## src/rtl/ata_tf_pkg.sv

```systemverilog
package ata_tf_pkg;

    localparam int TF_DW   = 8;
    localparam int TF_AW   = 3;
    localparam int N_SLOTS = 2;

    // slot type codes
    localparam logic [1:0] KIND_NONE = 2'b00;
    localparam logic [1:0] KIND_DISK = 2'b01;
    localparam logic [1:0] KIND_PKT  = 2'b10;

    // bit positions
    localparam int ST_BSY  = 7;
    localparam int ST_DRDY = 6;
    localparam int ST_DF   = 5;
    localparam int ST_DSC  = 4;
    localparam int ST_ERR  = 0;
    localparam int CTL_SRST = 2;
    localparam int CTL_NIEN = 1;
    localparam int DH_DEV   = 4;
    localparam int ERR_ABRT = 2;

    // fixed values
    localparam logic [7:0] ST_IN_RESET = 8'h90;
    localparam logic [7:0] ST_ABORTED  = 8'h41;
    localparam logic [7:0] ST_ID_READY = 8'h58;
    localparam logic [7:0] ERR_DIAG_OK = 8'h01;
    localparam logic [7:0] ERR_ABORTED = 8'h04;
    localparam logic [7:0] DH_ONES     = 8'hA0;
    localparam logic [7:0] ALT_ADDR_RD = 8'hFF;

    // commands
    localparam logic [7:0] CMD_ID_DISK = 8'hEC;
    localparam logic [7:0] CMD_ID_PKT  = 8'hA1;
    localparam logic [7:0] CMD_SETFEAT = 8'hEF;
    localparam logic [7:0] CMD_INITPRM = 8'h91;
    localparam logic [7:0] CMD_RECAL   = 8'h10;

    // task-file offsets
    localparam logic [2:0] OFS_DATA = 3'd0;
    localparam logic [2:0] OFS_ERR  = 3'd1;
    localparam logic [2:0] OFS_SC   = 3'd2;
    localparam logic [2:0] OFS_SN   = 3'd3;
    localparam logic [2:0] OFS_CL   = 3'd4;
    localparam logic [2:0] OFS_CH   = 3'd5;
    localparam logic [2:0] OFS_DH   = 3'd6;
    localparam logic [2:0] OFS_STAT = 3'd7;

    typedef struct packed {
        logic [TF_DW-1:0] status;
        logic [TF_DW-1:0] error;
        logic [TF_DW-1:0] dh;
        logic [TF_DW-1:0] ctrl;
        logic             irq;
        logic             bm;
    } core_state_t;

    function automatic logic kind_present(input logic [1:0] k);
        return (k == KIND_DISK) || (k == KIND_PKT);
    endfunction

endpackage

```

## src/rtl/ata_tf_decode.sv

```systemverilog
module ata_tf_decode
    import ata_tf_pkg::*;
(
    input  logic             cs_tf_i,
    input  logic             cs_ctl_i,
    input  logic [TF_AW-1:0] addr_i,
    input  logic             wr_i,
    input  logic             rd_i,
    output logic             wr_sc_o,
    output logic             wr_sn_o,
    output logic             wr_cl_o,
    output logic             wr_ch_o,
    output logic             wr_dh_o,
    output logic             wr_cmd_o,
    output logic             wr_ctl_o,
    output logic             rd_stat_o
);
    logic tf_sel;

    always_comb begin
        tf_sel    = cs_tf_i && !cs_ctl_i;
        wr_sc_o   = tf_sel && wr_i && (addr_i == OFS_SC);
        wr_sn_o   = tf_sel && wr_i && (addr_i == OFS_SN);
        wr_cl_o   = tf_sel && wr_i && (addr_i == OFS_CL);
        wr_ch_o   = tf_sel && wr_i && (addr_i == OFS_CH);
        wr_dh_o   = tf_sel && wr_i && (addr_i == OFS_DH);
        wr_cmd_o  = tf_sel && wr_i && (addr_i == OFS_STAT);
        wr_ctl_o  = cs_ctl_i && wr_i && !addr_i[0];
        rd_stat_o = tf_sel && rd_i && (addr_i == OFS_STAT);
    end
endmodule

```

## src/rtl/ata_tf_slot.sv

```systemverilog
module ata_tf_slot
    import ata_tf_pkg::*;
#(
    parameter logic [15:0] PKT_CYL = 16'hEB14
) (
    input  logic             clk,
    input  logic             rst_n,
    input  logic             wr_sc_i,
    input  logic             wr_sn_i,
    input  logic             wr_cl_i,
    input  logic             wr_ch_i,
    input  logic [TF_DW-1:0] wdata_i,
    input  logic             rst_exit_i,
    input  logic [1:0]       kind_i,
    output logic [TF_DW-1:0] sc_o,
    output logic [TF_DW-1:0] sn_o,
    output logic [15:0]      cyl_o
);
    typedef struct packed {
        logic [TF_DW-1:0] sc;
        logic [TF_DW-1:0] sn;
        logic [15:0]      cyl;
    } slot_state_t;

    slot_state_t slot_d, slot_q;

    always_comb begin
        slot_d = slot_q;
        if (rst_exit_i) begin
            slot_d.sc  = TF_DW'(1);
            slot_d.sn  = TF_DW'(1);
            slot_d.cyl = (kind_i == KIND_PKT) ? PKT_CYL : 16'h0000;
        end else begin
            if (wr_sc_i) slot_d.sc        = wdata_i;
            if (wr_sn_i) slot_d.sn        = wdata_i;
            if (wr_cl_i) slot_d.cyl[7:0]  = wdata_i;
            if (wr_ch_i) slot_d.cyl[15:8] = wdata_i;
        end
    end

    always_ff @(posedge clk or negedge rst_n) begin
        if (!rst_n) begin
            slot_q.sc  <= TF_DW'(1);
            slot_q.sn  <= TF_DW'(1);
            slot_q.cyl <= 16'h0000;
        end else begin
            slot_q <= slot_d;
        end
    end

    assign sc_o  = slot_q.sc;
    assign sn_o  = slot_q.sn;
    assign cyl_o = slot_q.cyl;

    // leaving soft reset loads the per-type defaults
    p_exit_defaults_r7: assert property (@(posedge clk) disable iff (!rst_n)
        rst_exit_i |=> (slot_q.sc == 8'd1) && (slot_q.sn == 8'd1) &&
                       (slot_q.cyl == (($past(kind_i) == KIND_PKT) ? PKT_CYL : 16'h0000)));

    // a count write lands in this copy
    p_count_write_r2: assert property (@(posedge clk) disable iff (!rst_n)
        (wr_sc_i && !rst_exit_i) |=> (slot_q.sc == $past(wdata_i)));
endmodule

```

## src/rtl/ata_tf_core.sv

```systemverilog
module ata_tf_core
    import ata_tf_pkg::*;
#(
    parameter logic [TF_DW-1:0] CTRL_INIT = 8'h08
) (
    input  logic             clk,
    input  logic             rst_n,
    input  logic             wr_dh_i,
    input  logic             wr_cmd_i,
    input  logic             wr_ctl_i,
    input  logic             rd_stat_i,
    input  logic [TF_DW-1:0] wdata_i,
    input  logic [1:0]       kind_m_i,
    input  logic [1:0]       kind_s_i,
    output logic [TF_DW-1:0] status_o,
    output logic [TF_DW-1:0] error_o,
    output logic [TF_DW-1:0] dh_o,
    output logic             irq_o,
    output logic             bm_o,
    output logic             rst_exit_o
);
    core_state_t core_d, core_q;
    logic [1:0]  kind_cur;
    logic [1:0]  kind_new;
    logic        raise;
    logic        srst_rise;

    always_comb begin
        core_d     = core_q;
        raise      = 1'b0;
        rst_exit_o = 1'b0;
        srst_rise  = 1'b0;
        kind_cur   = core_q.dh[DH_DEV] ? kind_s_i : kind_m_i;
        kind_new   = wdata_i[DH_DEV] ? kind_s_i : kind_m_i;

        if (rd_stat_i) core_d.irq = 1'b0;

        if (wr_dh_i) begin
            core_d.dh = wdata_i | DH_ONES;
            if (!kind_present(kind_new)) begin
                core_d.error[ERR_ABRT] = 1'b1;
                core_d.status[ST_ERR]  = 1'b1;
            end
        end

        if (wr_ctl_i) begin
            core_d.ctrl = wdata_i;
            if (!core_q.ctrl[CTL_SRST] && wdata_i[CTL_SRST]) begin
                srst_rise                = 1'b1;
                core_d.status            = ST_IN_RESET;
                core_d.error             = ERR_DIAG_OK;
                core_d.irq               = 1'b0;
                core_d.ctrl[CTL_NIEN]    = 1'b0;
            end else if (core_q.ctrl[CTL_SRST] && !wdata_i[CTL_SRST]) begin
                rst_exit_o               = 1'b1;
                core_d.status[ST_BSY]    = 1'b0;
                core_d.status[ST_DRDY]   = 1'b1;
                core_d.dh[3:0]           = 4'h0;
            end
        end

        if (wr_cmd_i) begin
            case (wdata_i)
                CMD_ID_DISK, CMD_ID_PKT: begin
                    if (((wdata_i == CMD_ID_DISK) && (kind_cur == KIND_DISK)) ||
                        ((wdata_i == CMD_ID_PKT)  && (kind_cur == KIND_PKT))) begin
                        core_d.error  = '0;
                        core_d.status = ST_ID_READY;
                    end else begin
                        core_d.error  = ERR_ABORTED;
                        core_d.status = ST_ABORTED;
                    end
                    raise = 1'b1;
                end
                CMD_SETFEAT: begin
                    core_d.status[ST_BSY]  = 1'b0;
                    core_d.status[ST_DF]   = 1'b0;
                    core_d.status[ST_ERR]  = 1'b0;
                    core_d.status[ST_DRDY] = 1'b1;
                    core_d.status[ST_DSC]  = 1'b1;
                    raise = 1'b1;
                end
                CMD_INITPRM, CMD_RECAL: begin
                    core_d.status[ST_ERR]  = 1'b0;
                    core_d.status[ST_DRDY] = 1'b1;
                    core_d.status[ST_DSC]  = 1'b1;
                    raise = 1'b1;
                end
                default: ;
            endcase
        end

        if (raise && !core_q.ctrl[CTL_NIEN]) begin
            core_d.irq = 1'b1;
            core_d.bm  = 1'b1;
        end
    end

    always_ff @(posedge clk or negedge rst_n) begin
        if (!rst_n) begin
            core_q.status <= '0;
            core_q.error  <= ERR_DIAG_OK;
            core_q.dh     <= '0;
            core_q.ctrl   <= CTRL_INIT;
            core_q.irq    <= 1'b0;
            core_q.bm     <= 1'b0;
        end else begin
            core_q <= core_d;
        end
    end

    assign status_o = core_q.status;
    assign error_o  = core_q.error;
    assign dh_o     = core_q.dh;
    assign irq_o    = core_q.irq;
    assign bm_o     = core_q.bm;

    // a new request only appears with interrupts enabled, and the bus-master flag follows it
    p_irq_gated_r11: assert property (@(posedge clk) disable iff (!rst_n)
        $rose(core_q.irq) |-> (!core_q.ctrl[CTL_NIEN] && core_q.bm));

    // a primary status read drops the request
    p_stat_read_clears_r11: assert property (@(posedge clk) disable iff (!rst_n)
        rd_stat_i |=> !core_q.irq);

    // entering soft reset
    p_reset_entry_r6: assert property (@(posedge clk) disable iff (!rst_n)
        srst_rise |=> (core_q.status == ST_IN_RESET) && (core_q.error == ERR_DIAG_OK) &&
                      !core_q.irq && !core_q.ctrl[CTL_NIEN]);

    // identify on a disk-less selection aborts
    p_abort_r8: assert property (@(posedge clk) disable iff (!rst_n)
        (wr_cmd_i && (wdata_i == CMD_ID_DISK) && (kind_cur != KIND_DISK))
            |=> (core_q.status == ST_ABORTED) && (core_q.error == ERR_ABORTED));

    // stored drive/head always carries the forced bits
    p_dh_forced_r3: assert property (@(posedge clk) disable iff (!rst_n)
        wr_dh_i |=> (core_q.dh[7] && core_q.dh[5]));

    // the bus-master flag never drops once set
    p_bm_sticky_r11: assert property (@(posedge clk) disable iff (!rst_n)
        core_q.bm |=> core_q.bm);
endmodule

```

## src/rtl/ata_tf_rdmux.sv

```systemverilog
module ata_tf_rdmux
    import ata_tf_pkg::*;
(
    input  logic             cs_tf_i,
    input  logic             cs_ctl_i,
    input  logic [TF_AW-1:0] addr_i,
    input  logic             present_i,
    input  logic [TF_DW-1:0] status_i,
    input  logic [TF_DW-1:0] error_i,
    input  logic [TF_DW-1:0] dh_i,
    input  logic [TF_DW-1:0] sc_i,
    input  logic [TF_DW-1:0] sn_i,
    input  logic [15:0]      cyl_i,
    output logic [TF_DW-1:0] rdata_o
);
    always_comb begin
        rdata_o = '0;
        if (cs_ctl_i) begin
            if (addr_i[0])      rdata_o = ALT_ADDR_RD;
            else if (present_i) rdata_o = status_i;
        end else if (cs_tf_i) begin
            if (!present_i) begin
                rdata_o = (addr_i == OFS_DH) ? DH_ONES : '0;
            end else begin
                case (addr_i)
                    OFS_ERR:  rdata_o = error_i;
                    OFS_SC:   rdata_o = sc_i;
                    OFS_SN:   rdata_o = sn_i;
                    OFS_CL:   rdata_o = cyl_i[7:0];
                    OFS_CH:   rdata_o = cyl_i[15:8];
                    OFS_DH:   rdata_o = dh_i;
                    OFS_STAT: rdata_o = status_i;
                    default:  rdata_o = '0;
                endcase
            end
        end
    end
endmodule

```

## src/rtl/ata_taskfile_ctrl.sv

```systemverilog
module ata_taskfile_ctrl
    import ata_tf_pkg::*;
#(
    parameter logic [15:0]      PKT_CYL   = 16'hEB14,
    parameter logic [TF_DW-1:0] CTRL_INIT = 8'h08
) (
    input  logic             clk,
    input  logic             rst_n,
    input  logic             cs_tf_i,
    input  logic             cs_ctl_i,
    input  logic [TF_AW-1:0] addr_i,
    input  logic             wr_i,
    input  logic             rd_i,
    input  logic [TF_DW-1:0] wdata_i,
    output logic [TF_DW-1:0] rdata_o,
    input  logic [1:0]       kind_m_i,
    input  logic [1:0]       kind_s_i,
    output logic             irq_o,
    output logic             bm_irq_o
);
    logic wr_sc, wr_sn, wr_cl, wr_ch, wr_dh, wr_cmd, wr_ctl, rd_stat;
    logic rst_exit;
    logic [TF_DW-1:0] status, error, dh;
    logic [1:0]       kind_arr [N_SLOTS];
    logic [TF_DW-1:0] sc_arr   [N_SLOTS];
    logic [TF_DW-1:0] sn_arr   [N_SLOTS];
    logic [15:0]      cyl_arr  [N_SLOTS];
    logic             sel;

    assign kind_arr[0] = kind_m_i;
    assign kind_arr[1] = kind_s_i;
    assign sel         = dh[DH_DEV];

    ata_tf_decode u_decode (
        .cs_tf_i  (cs_tf_i),
        .cs_ctl_i (cs_ctl_i),
        .addr_i   (addr_i),
        .wr_i     (wr_i),
        .rd_i     (rd_i),
        .wr_sc_o  (wr_sc),
        .wr_sn_o  (wr_sn),
        .wr_cl_o  (wr_cl),
        .wr_ch_o  (wr_ch),
        .wr_dh_o  (wr_dh),
        .wr_cmd_o (wr_cmd),
        .wr_ctl_o (wr_ctl),
        .rd_stat_o(rd_stat)
    );

    ata_tf_core #(.CTRL_INIT(CTRL_INIT)) u_core (
        .clk       (clk),
        .rst_n     (rst_n),
        .wr_dh_i   (wr_dh),
        .wr_cmd_i  (wr_cmd),
        .wr_ctl_i  (wr_ctl),
        .rd_stat_i (rd_stat),
        .wdata_i   (wdata_i),
        .kind_m_i  (kind_m_i),
        .kind_s_i  (kind_s_i),
        .status_o  (status),
        .error_o   (error),
        .dh_o      (dh),
        .irq_o     (irq_o),
        .bm_o      (bm_irq_o),
        .rst_exit_o(rst_exit)
    );

    for (genvar g = 0; g < N_SLOTS; g++) begin : g_slot
        ata_tf_slot #(.PKT_CYL(PKT_CYL)) u_slot (
            .clk       (clk),
            .rst_n     (rst_n),
            .wr_sc_i   (wr_sc),
            .wr_sn_i   (wr_sn),
            .wr_cl_i   (wr_cl),
            .wr_ch_i   (wr_ch),
            .wdata_i   (wdata_i),
            .rst_exit_i(rst_exit),
            .kind_i    (kind_arr[g]),
            .sc_o      (sc_arr[g]),
            .sn_o      (sn_arr[g]),
            .cyl_o     (cyl_arr[g])
        );
    end

    ata_tf_rdmux u_rdmux (
        .cs_tf_i  (cs_tf_i),
        .cs_ctl_i (cs_ctl_i),
        .addr_i   (addr_i),
        .present_i(kind_present(kind_arr[sel])),
        .status_i (status),
        .error_i  (error),
        .dh_i     (dh),
        .sc_i     (sc_arr[sel]),
        .sn_i     (sn_arr[sel]),
        .cyl_i    (cyl_arr[sel]),
        .rdata_o  (rdata_o)
    );

    // both slot copies agree after any parameter write
    p_copies_agree_r2: assert property (@(posedge clk) disable iff (!rst_n)
        wr_sc |=> (sc_arr[0] == sc_arr[1]));
endmodule

```

## config.mk

```make
export PLATFORM = sky130hd
export DESIGN_NAME = ata_taskfile_ctrl
export DESIGN_NICKNAME = d
export VERILOG_FILES = /design/src/rtl/ata_tf_pkg.sv /design/src/rtl/ata_tf_decode.sv /design/src/rtl/ata_tf_slot.sv /design/src/rtl/ata_tf_core.sv /design/src/rtl/ata_tf_rdmux.sv /design/src/rtl/ata_taskfile_ctrl.sv
export SDC_FILE = /design/constraint.sdc
export NUM_CORES = 1
export LEC_CHECK = 0
export ABC_AREA = 1
export ABC_CLOCK_PERIOD_IN_PS = 2700
export BUFFER_PORTS_ARGS = -buffer_cell sky130_fd_sc_hd__buf_2
export CAP_MARGIN = 15
export CELL_PAD_IN_SITES_DETAIL_PLACEMENT = 1
export CELL_PAD_IN_SITES_GLOBAL_PLACEMENT = 1
export CORE_MARGIN = 2
export CORE_UTILIZATION = 35
export CTS_CLUSTER_DIAMETER = 120
export CTS_CLUSTER_SIZE = 12
export DETAILED_ROUTE_END_ITERATION = 16
export GPL_ROUTABILITY_DRIVEN = 0
export GPL_TIMING_DRIVEN = 0
export PLACE_DENSITY = 0.76
export SETUP_SLACK_MARGIN = 0.5
export SLEW_MARGIN = 10
export SYNTH_ARGS = -nofsm -noshare
export SYNTH_HDL_FRONTEND = slang
export SYNTH_SLANG_ARGS = --single-unit
```

## constraint.sdc

```tcl
create_clock -name clk -period 2.7 [get_ports clk]
set_clock_uncertainty 0.15 [all_clocks]
set_input_delay 0.405 -clock clk [delete_from_list [all_inputs] [get_ports clk]]
set_output_delay 0.405 -clock clk [all_outputs]
set_load 0.02 [all_outputs]
```

==> metrics <==
status=complete, but fails checks; violated checks=negative setup slack; post-synth top area cell=dfrtp_1; worst reg2reg path startpoint=u_core.dh_o[4]; first-pass GRT wire length=18,900 um; Routed Antenna Nets=0; clock sink count=67; initial drt markers=105; Tot GR Track Use=21.7%; Mean Syn Cell Area=7.39 sq um; largest net degree at the start of global routing=56; VDD IR max=227 uV; starting density of the core=36.1%; area grow syn2layout=22.3%; maxcap violations=0; I/O pin cnt=31; CP Capture Type=primary output; Worst setup startpoint=u_core.dh_o[4]; Worst-path clk slew=0.08 ns; P_leak=0.00233 uW; final global-route overflow total=0; largest fanout on the critical path=8; Die H=107 um; #FFs+latches synth=67; Post-synth EDFFs=0; setup repair after global routing missed its margin=true; Worst-Margin Slew=0.344 ns; pwr/cell area=701 nW/um^2; WP data arrival=2.19 ns; fmax=0.364 GHz; Unique masters post-synth=31; Yosys warnings=0; post-route cell area=4560 sq um; Fillers=1,304; Hold Crit Start=wdata_i[4]; port bufs=29; Min-Delay Path Class=input pin to register; Synth Net Count=527; Cells after Synth=504; share of post-route cells with drive strength above 1=20.1%; CTS tree=done; router iterations before antenna repair=4; final hold violations=0; FP Rows=37; # diodes=0; Die W=107 um; core box area=10,300 sq um; count of pins over their slew limit=0; clk buf depth=2; vias=3,431; ys async rst share=100%; Routed WL=11,500 um; Setup crit start kind=register; kind of critical path=register to primary output; Synth top cells by count=nand2_1, inv_1, dfrtp_1; setup violators final=7; H-tree depth=3; die area=11,500 sq um; Crit path required time=2.14 ns; Area contributors post-synth=dfrtp_1, nand2_1, inv_1; most common cell in the netlist=nand2_1; initial antenna violation count=0; final layout net count=574; Mapped Area=3720 sq um; vias in the first global route=3,711; CTS root buffer=clkbuf_8; Final Worst Setup Slack=-0.0452 ns; worst hold slack=0.138 ns; vias per cell=4.96; Post-route DRC=0; top cell type's share of synthesized area=43.0%; DP Area=4140 sq um; HPWL after detailed placement=8560 um; Post-synth top flop=dfrtp_1; max_slew headroom=77.0%; Inserted Clock Buffers=9; Wirelength per Cell=16.6 um; clock latency on the worst-skew pair=0.36 ns; sequential share of the synthesized area=45.1%; min cycle time layout=2.75 ns; fin crit share=102%; flop2flop setup slack=0.83 ns
-- path summary, 6_finish.rpt --
check                                           end  depth (start not counted)
max                                      rdata_o[7]                         13
min reg2reg                             u_core.bm_o                          2
max in group asynchronous  g_slot[0].u_slot.sc_o[0]                          3
min in group asynchronous  g_slot[0].u_slot.sn_o[3]                          2
max reg2reg                      u_core.status_o[4]                         11
min                                  u_core.dh_o[4]                          3
-- layout by cell type (no fill, tap or decap), types with 3 or more instances in the layout --
cell / instances
inv_2: 7
buf_4: 6
nand3_1: 28
buf_2: 24
dfrtp_1: 64
o21a_1: 4
a22oi_1: 9
nand3_2: 3
nor2_1: 60
clkbuf_8: 10
o21ai_0: 38
o21ai_1: 7
nand2_1: 137
nand2_2: 11
dfstp_2: 3
o21ai_4: 3
nor2_4: 3
nor3_1: 4
a21oi_4: 5
nand2_4: 3
a21oi_1: 17
buf_6: 16
inv_1: 69
-- cell families (layout without fill, tap and decap cells) --
group	count (synthesis)	after routing	synth area share, %
AOI/OAI and AO/OA	90	90	14.5
adders and majority gates	2	2	0.672
and+or+nand+nor	254	254	29.1
DFF	67	67	45.1
buffers and inverters	91	143	10.6
-- power by group --
group	total, uW	internal [uW]	switching [uW]
clock	972	545	427
combinational	839	343	496
sequential	1380	1250	131
-- what timing repair did --
| action | in CTS | in global routing |
|---|---|---|
| setup endpoints to repair | 8 | 8 |
| endpoints found under the hold margin | 12 | 0 |
| setup buffers | 3 | 2 |
| hold buffers | 1 | 0 |
| pin swaps | 13 | 6 |
| resized for setup | 26 | 18 |
-- registers in the layout, indices dropped and copies added (netlist names) --
register             flops
u_core.dh_o              7
u_core.core_q            2
g_slot.u_slot.sn_o       8
u_core.error_o           8
g_slot.u_slot.sc_o       8
u_core.bm_o              1
u_core.status_o          8
u_core.irq_o             1
g_slot.u_slot.cyl_o     24
-- metal layers --
| layer | GRT usage [%] | vias to the layer above | wire (um) |
|---|---|---|---|
| li1 | - | 1671 | - |
| met1 | 29.5 | 1692 | 5360 |
| met2 | 35.4 | 56 | 5570 |
| met3 | 3.83 | 12 | 430 |
| met4 | 5.94 | 0 | 140 |
| met5 | 0 | - | 0 |
-- per-stage QoR --
| step | setup TNS [ns] | cells | worst slack (ns) | total power (uW) | utilization [%] |
|---|---|---|---|---|---|
| finish | -0.149 | 692 | -0.0452 | 3190 | 44.1 |
| detailed placement | 0 | 670 | 0.0959 | 2120 | 40.1 |
| global route | -0.810 | 692 | -0.122 | 3380 | 44.1 |
| floorplan | 0 | 504 | 0.470 | 1860 | - |
| global placement | 0 | 669 | 0.146 | 2070 | 39.8 |
| CTS | -1.16 | 690 | -0.179 | 3160 | 43.4 |
-- critical path, stage by stage, from the launching register on --
cell and delay (ns):
dfrtp_1 0.38, buf_6 0.12, clkbuf_16 0.15, o21ai_4 0.16, inv_2 0.06, ha_4 0.26
buf_8 0.11, buf_6 0.14, inv_4 0.06, nand2_1 0.07, nand2_1 0.05, nand2_1 0.05
nand2_1 0.05, buf_4 0.15
-- layout make-up --
| cell class | count | area (sq um) | share of cell area (%) |
|---|---|---|---|
| multi-input combinational | 346 | 1770 | 38.7 |
| inverter | 77 | 292 | 6.40 |
| buffer | 14 | 146 | 3.21 |
| tap | 136 | 170 | 3.73 |
| clock buffer | 10 | 138 | 3.02 |
| sequential | 67 | 1680 | 36.9 |
| timing repair buffer | 36 | 277 | 6.07 |
| clock inverter | 6 | 88.8 | 1.95 |
Note: power is estimated with default switching activity, not from simulation.
